===== config.mk =====
export PLATFORM = sky130hd
export DESIGN_NAME = pic8_ctrl
export DESIGN_NICKNAME = d
export VERILOG_FILES = /design/src/rtl/pic8_pkg.sv /design/src/rtl/pic8_req_bank.sv /design/src/rtl/pic8_prio_pick.sv /design/src/rtl/pic8_ctrl.sv
export SDC_FILE = /design/constraint.sdc
export NUM_CORES = 1
export LEC_CHECK = 0
export BUFFER_PORTS_ARGS = -buffer_cell sky130_fd_sc_hd__buf_2
export CORE_UTILIZATION = 50
export CTS_CLUSTER_SIZE = 28
export DETAILED_ROUTE_END_ITERATION = 12
export PLACE_DENSITY = 0.64
export RECOVER_POWER = 100
export SLEW_MARGIN = 40
export SYNTH_ARGS = -nofsm -noshare
export SYNTH_HDL_FRONTEND = slang
export SYNTH_SLANG_ARGS = --single-unit

===== constraint.sdc =====
create_clock -name clk -period 6 [get_ports clk]
set_input_delay 0.6 -clock clk [delete_from_list [all_inputs] [get_ports clk]]
set_output_delay 0.6 -clock clk [all_outputs]
set_load 0.01 [all_outputs]

===== src/rtl/pic8_pkg.sv =====
package pic8_pkg;

   typedef enum logic [1:0] {
      PM_FIXED = 2'd0,
      PM_AUTO  = 2'd1,
      PM_SPEC  = 2'd2,
      PM_RSVD  = 2'd3
   } prio_mode_e;

   localparam logic [2:0] CFG_MASK = 3'd0;
   localparam logic [2:0] CFG_TRIG = 3'd1;
   localparam logic [2:0] CFG_MODE = 3'd2;
   localparam logic [2:0] CFG_BASE = 3'd3;
   localparam logic [2:0] CFG_LOW  = 3'd4;
   localparam logic [2:0] CFG_EOI  = 3'd5;

endpackage


===== src/rtl/pic8_req_bank.sv =====
module pic8_req_bank #(
   parameter int N = 8
) (
   input  logic         clk,
   input  logic         rst_n,
   input  logic [N-1:0] irq_in,
   input  logic [N-1:0] trig_level,
   input  logic [N-1:0] ack_clr,
   output logic [N-1:0] irr
);

   for (genvar g = 0; g < N; g++) begin : g_line
      logic prev_q;
      logic req_q;

      always_ff @(posedge clk) begin
         if (!rst_n) begin
            prev_q <= 1'b0;
            req_q  <= 1'b0;
         end else begin
            prev_q <= irq_in[g];
            if (trig_level[g])
               req_q <= irq_in[g] & ~ack_clr[g];
            else
               req_q <= (req_q & ~ack_clr[g]) | (irq_in[g] & ~prev_q);
         end
      end

      assign irr[g] = req_q;
   end

endmodule


===== src/rtl/pic8_prio_pick.sv =====
module pic8_prio_pick #(
   parameter int N  = 8,
   parameter int IW = $clog2(N)
) (
   input  logic [N-1:0]  req_vec,
   input  logic [IW-1:0] low_lvl,
   output logic          found,
   output logic [IW-1:0] win_idx,
   output logic [IW-1:0] win_rank
);

   if (N != (1 << IW)) begin : g_bad_n
      $error("pic8_prio_pick: N must be a power of two");
   end

   always_comb begin
      logic [IW-1:0] pos;
      found    = 1'b0;
      win_idx  = '0;
      win_rank = '0;
      pos      = '0;
      for (int k = N - 1; k >= 0; k--) begin
         pos = low_lvl + IW'(k + 1);
         if (req_vec[pos]) begin
            found    = 1'b1;
            win_idx  = pos;
            win_rank = IW'(k);
         end
      end
   end

endmodule


===== src/rtl/pic8_ctrl.sv =====
module pic8_ctrl
   import pic8_pkg::*;
#(
   parameter int N  = 8,
   parameter int VW = 8
) (
   input  logic          clk,
   input  logic          rst_n,
   input  logic [N-1:0]  irq_in,
   input  logic          cfg_we,
   input  logic [2:0]    cfg_addr,
   input  logic [VW-1:0] cfg_wdata,
   input  logic          int_ack,
   output logic          int_out,
   output logic [VW-1:0] vec_out
);

   localparam int IW = $clog2(N);
   localparam int BW = VW - IW;

   if (N != (1 << IW) || BW < 1 || VW < N || VW <= IW + 1) begin : g_bad_cfg
      $error("pic8_ctrl: illegal N/VW combination");
   end

   logic [N-1:0]  mask_q, trig_q, isr_q, irr;
   prio_mode_e    mode_q;
   logic [BW-1:0] base_q;
   logic [IW-1:0] low_q, eff_low;
   logic [VW-1:0] vec_q;

   logic          req_found, isr_found, present, ack_fire;
   logic [IW-1:0] req_idx, req_rank, isr_idx, isr_rank;
   logic [N-1:0]  ack_set, eoi_clr;
   logic          eoi_wr, eoi_spec;

   pic8_req_bank #(.N(N)) req_i (
      .clk        (clk),
      .rst_n      (rst_n),
      .irq_in     (irq_in),
      .trig_level (trig_q),
      .ack_clr    (ack_set),
      .irr        (irr)
   );

   always_comb begin
      unique case (mode_q)
         PM_AUTO, PM_SPEC: eff_low = low_q;
         default:          eff_low = IW'(N - 1);
      endcase
   end

   pic8_prio_pick #(.N(N), .IW(IW)) pick_req_i (
      .req_vec  (irr & ~mask_q),
      .low_lvl  (eff_low),
      .found    (req_found),
      .win_idx  (req_idx),
      .win_rank (req_rank)
   );

   pic8_prio_pick #(.N(N), .IW(IW)) pick_isr_i (
      .req_vec  (isr_q),
      .low_lvl  (eff_low),
      .found    (isr_found),
      .win_idx  (isr_idx),
      .win_rank (isr_rank)
   );

   assign present  = req_found && (!isr_found || (req_rank < isr_rank));
   assign ack_fire = int_ack && present;
   assign ack_set  = ack_fire ? (N'(1) << req_idx) : '0;

   assign eoi_wr   = cfg_we && (cfg_addr == CFG_EOI);
   assign eoi_spec = cfg_wdata[IW];

   always_comb begin
      eoi_clr = '0;
      if (eoi_wr) begin
         if (eoi_spec)
            eoi_clr = N'(1) << cfg_wdata[IW-1:0];
         else if (isr_found)
            eoi_clr = N'(1) << isr_idx;
      end
   end

   always_ff @(posedge clk) begin
      if (!rst_n) begin
         mask_q <= '0;
         trig_q <= '0;
         mode_q <= PM_FIXED;
         base_q <= '0;
         low_q  <= IW'(N - 1);
         isr_q  <= '0;
         vec_q  <= '0;
      end else begin
         isr_q <= (isr_q & ~eoi_clr) | ack_set;
         if (ack_fire)
            vec_q <= {base_q, req_idx};
         if (cfg_we) begin
            unique case (cfg_addr)
               CFG_MASK: mask_q <= cfg_wdata[N-1:0];
               CFG_TRIG: trig_q <= cfg_wdata[N-1:0];
               CFG_MODE: mode_q <= prio_mode_e'(cfg_wdata[1:0]);
               CFG_BASE: base_q <= cfg_wdata[BW-1:0];
               CFG_LOW:  low_q  <= cfg_wdata[IW-1:0];
               default:  ;
            endcase
         end
         if (eoi_wr && !eoi_spec && isr_found && mode_q == PM_AUTO)
            low_q <= isr_idx;
      end
   end

   assign int_out = present;
   assign vec_out = vec_q;

endmodule


==> results.sh <==
export IMPL_coreArea_sq_mm=0.00920
export IMPL_grt_pass1_vias=4101
export IMPL_gr_total_overflow=0
export IMPL_top_usage_layer="met2"
export IMPL_skew_ps=7.40
export IMPL_insertedDiodeCount=0
export IMPL_drt_iter0_drc=210
export IMPL_use_met3=0.0337
export IMPL_die_x_microns=99.2
export IMPL_cts_tree="done"
export IMPL_hold_violations=0
export IMPL_nFillCells=909
export IMPL_critPathRequiredTime_ps=5400
export IMPL_final_core_util=0.555
export IMPL_peakVddDrop_mv=0.212
export IMPL_finalWirelength_microns=13000
export IMPL_core_rowCount=35
export IMPL_synth_ff_type="dfxtp_1"
export IMPL_max_slew_margin=-0.445
export IMPL_cp_end_kind="output port"
export IMPL_cts_resized=0
export IMPL_crit_path_start_kind="register"
export IMPL_antenna_found_initial=0
export IMPL_place_ws_ps=861
export IMPL_netlist_area_sq_mm=0.00472
export IMPL_setup_violations=0
export IMPL_numCtsBuffers=9
export IMPL_vias_per_cell=6.40
export IMPL_critical_path_cell_chain="inv_1 > ha_1 > nor2_1 > inv_2 > ha_1 > inv_1 > xnor2_2 > mux4_2 > nor2_1 > nand2b_1 > a21boi_0 > ha_1 > o21a_1 > nor2_1 > o21ai_0 > nand2_1 > clkbuf_1"
export IMPL_status="finished, violations left"
export IMPL_failed_checks="capacitance limit, slew limit"
export IMPL_clkLatencyLatePin_ps=340
export IMPL_cts_path_max_buffers=2
export IMPL_syn_nets=576
export IMPL_synth_warnings=0
export IMPL_firstDrtPassIters=5
export IMPL_post_cts_buffers=0
export IMPL_syn_to_final_growth_pct=8.16
export IMPL_cts_htree_levels=3
export IMPL_crit_path_max_fanout=15
export IMPL_ys_seq_area_frac=0.246
export IMPL_clockRootBuffer="clkbuf_8"
export IMPL_num_io_pins=32
export IMPL_synth_top_family_by_area="compound AO/OA/AOI/OAI gates"
export IMPL_slew_viol_final=64
export IMPL_grt_pass1_wl_microns=21300
export IMPL_die_h_microns=99.2
export IMPL_clock_sinks=58
export IMPL_min_path_cells=1
export IMPL_leakagePower_nw=1.98
export IMPL_synth_xor_area_share=0.0106
export IMPL_synth_compound_area_frac=0.255
export IMPL_port_buffers=31
export IMPL_synthCells=549
export IMPL_hp_class="reg2reg"
export IMPL_path_clk_slew_ps=70
export IMPL_gp_congestion=0.950
export IMPL_grtUsageMet2=0.453
export IMPL_fin_ws_ps=684
export IMPL_grtUsageTotal=0.276
export IMPL_antenna_left=0
export IMPL_worst_path_max_delay_cell="ha_1"
export IMPL_hold_slack_ps=410
export IMPL_routedWlPerCell_microns=19.0
export IMPL_slowest_delay_ps=630
export IMPL_dp_hpwl_microns=9870
export IMPL_pwr_density_cell_mw_per_mm2=259
export IMPL_vias=4381
export IMPL_final_period_utilization=0.886
export IMPL_synth_mux_area_frac=0.193
export IMPL_synth_edf_count=0
export IMPL_reg2reg_depth=19
export IMPL_rsz0062_at_grt="no"
export IMPL_post_route_min_period_ps=5320
export IMPL_drc=0
export IMPL_avgSynthCellArea_sq_um=8.60
export IMPL_timing_fmax_ghz=0.188
export IMPL_async_reset_ff_frac=0
export IMPL_worst_setup_path_type="reg2out"
export IMPL_grt_start_max_net_pins=64
export IMPL_ys_types=82
export IMPL_synthSimpleGateAreaFrac=0.238
export IMPL_drive_above_1_share=0.166
export IMPL_dieArea_sq_mm=0.00983
export IMPL_ctsHoldBuffers=0
export IMPL_final_nets=596
export IMPL_drv_cap=1
export IMPL_synth_ff_latch_count=58
export IMPL_use_met1=0.362
export IMPL_finalSetupTns_ps=0
export IMPL_initial_core_util=0.513
export IMPL_arrival_ps=4720
export IMPL_yosys_area_share_adder=0.0106
export IMPL_worst_pin_slew_ps=2170
[cell usage after synthesis (all sizes together), types with 5 or more instances]
cell type / number / area, sq um
nor3: 12 / 65.1
a21o: 6 / 45.0
buf: 15 / 106
dfxtp: 58 / 1160
and2: 6 / 37.5
inv: 15 / 56.3
nand4: 5 / 31.3
o21ai: 28 / 140
o31ai: 8 / 60.1
nor2: 39 / 159
nand3: 7 / 35.0
a31o: 5 / 43.8
nor2b: 34 / 215
a31oi: 10 / 77.6
nand2: 57 / 214
o32ai: 5 / 43.8
and3: 6 / 42.5
o211ai: 9 / 67.6
mux2i: 46 / 460
a21oi: 22 / 110
o21a: 7 / 52.6
mux4: 13 / 293
mux2: 13 / 158
nor4b: 6 / 73.8
or2: 5 / 31.3
a21boi: 13 / 97.6
nand2b: 9 / 56.3
or3: 5 / 31.3
clkbuf: 15 / 56.3
nor3b: 6 / 55.1
[cell type report]
cell class	instances	area, sq um	area share
Inverter	16	60.1	0.0118
Clock inverter	6	66.3	0.0130
Sequential cell	58	1160	0.227
Clock buffer	10	138	0.0270
Tap cell	111	139	0.0272
Multi-Input combinational cell	445	3340	0.654
Timing Repair Buffer	39	203	0.0397
[sequential cells by signal, summed over array words and instances, names as in the netlist]
register and cells:
base_q 5, isr_q 8, low_q 3, mask_q 8, mode_q 2, req_i.g_line.prev_q 8
req_i.g_line.req_q 8, trig_q 8, vec_out 8
[final timing paths]
kind,start,slack (ps),to
worst max-delay path,mode_q[1],680,int_out
worst max register to register,mode_q[1],830,vec_out[0]
worst min register to register,req_i.g_line[3].prev_q,410,req_i.g_line[3].req_q
worst min-delay path,req_i.g_line[3].prev_q,410,req_i.g_line[3].req_q
[critical path: cells and delay by family, from the launching register on]
family | cells | cell delay (ps)
mux | 1 | 600
simple gates | 5 | 710
flops | 1 | 330
xor+xnor | 1 | 440
compound gates | 3 | 460
fa+ha+maj | 3 | 1210
buf+inv | 4 | 600
[cells in the final DEF (no fill, tap or decap), types with 10 or more instances in the layout]
cell type  count
clkbuf_8      10
nor2b_1       33
mux4_2        13
nor3_1        10
buf_2         21
mux2i_1       46
nand2_1       57
clkbuf_1      10
o21ai_0       24
nor2_1        37
inv_1         13
dfxtp_1       58
a21oi_1       22
a21boi_0      11
[metrics by stage]
step | area, sq um | cells | power (W)
2_1_floorplan | 4720 | 549 | 0.000831
3_3_place_gp | 4910 | 669 | 0.000953
3_5_place_dp | 4920 | 669 | 0.000959
4_1_cts | 5120 | 685 | 0.00132
5_1_grt | 5110 | 685 | 0.00140
6_report | 5110 | 685 | 0.00132
[layer usage]
layer / vias to the layer above / wire length, microns
li1: 2110 / -
met1: 2091 / 5900
met2: 149 / 6040
met3: 31 / 691
met4: 0 / 405
met5: - / 0
[where the power goes]
part	internal [W]	switching (W)	total, W
registers	0.000413	0.0000267	0.000439
logic	0.000205	0.000314	0.000519
clock network	0.000203	0.000163	0.000365
total	0.000820	0.000503	0.00132
[cell families after synthesis]
logic type	count (synthesis)
buf+inv	46
simple gates	206
fa+ha+maj	4
flops	58
compound gates	159
mux	72
xor+xnor	4
Power figures use the tool's default switching activity.
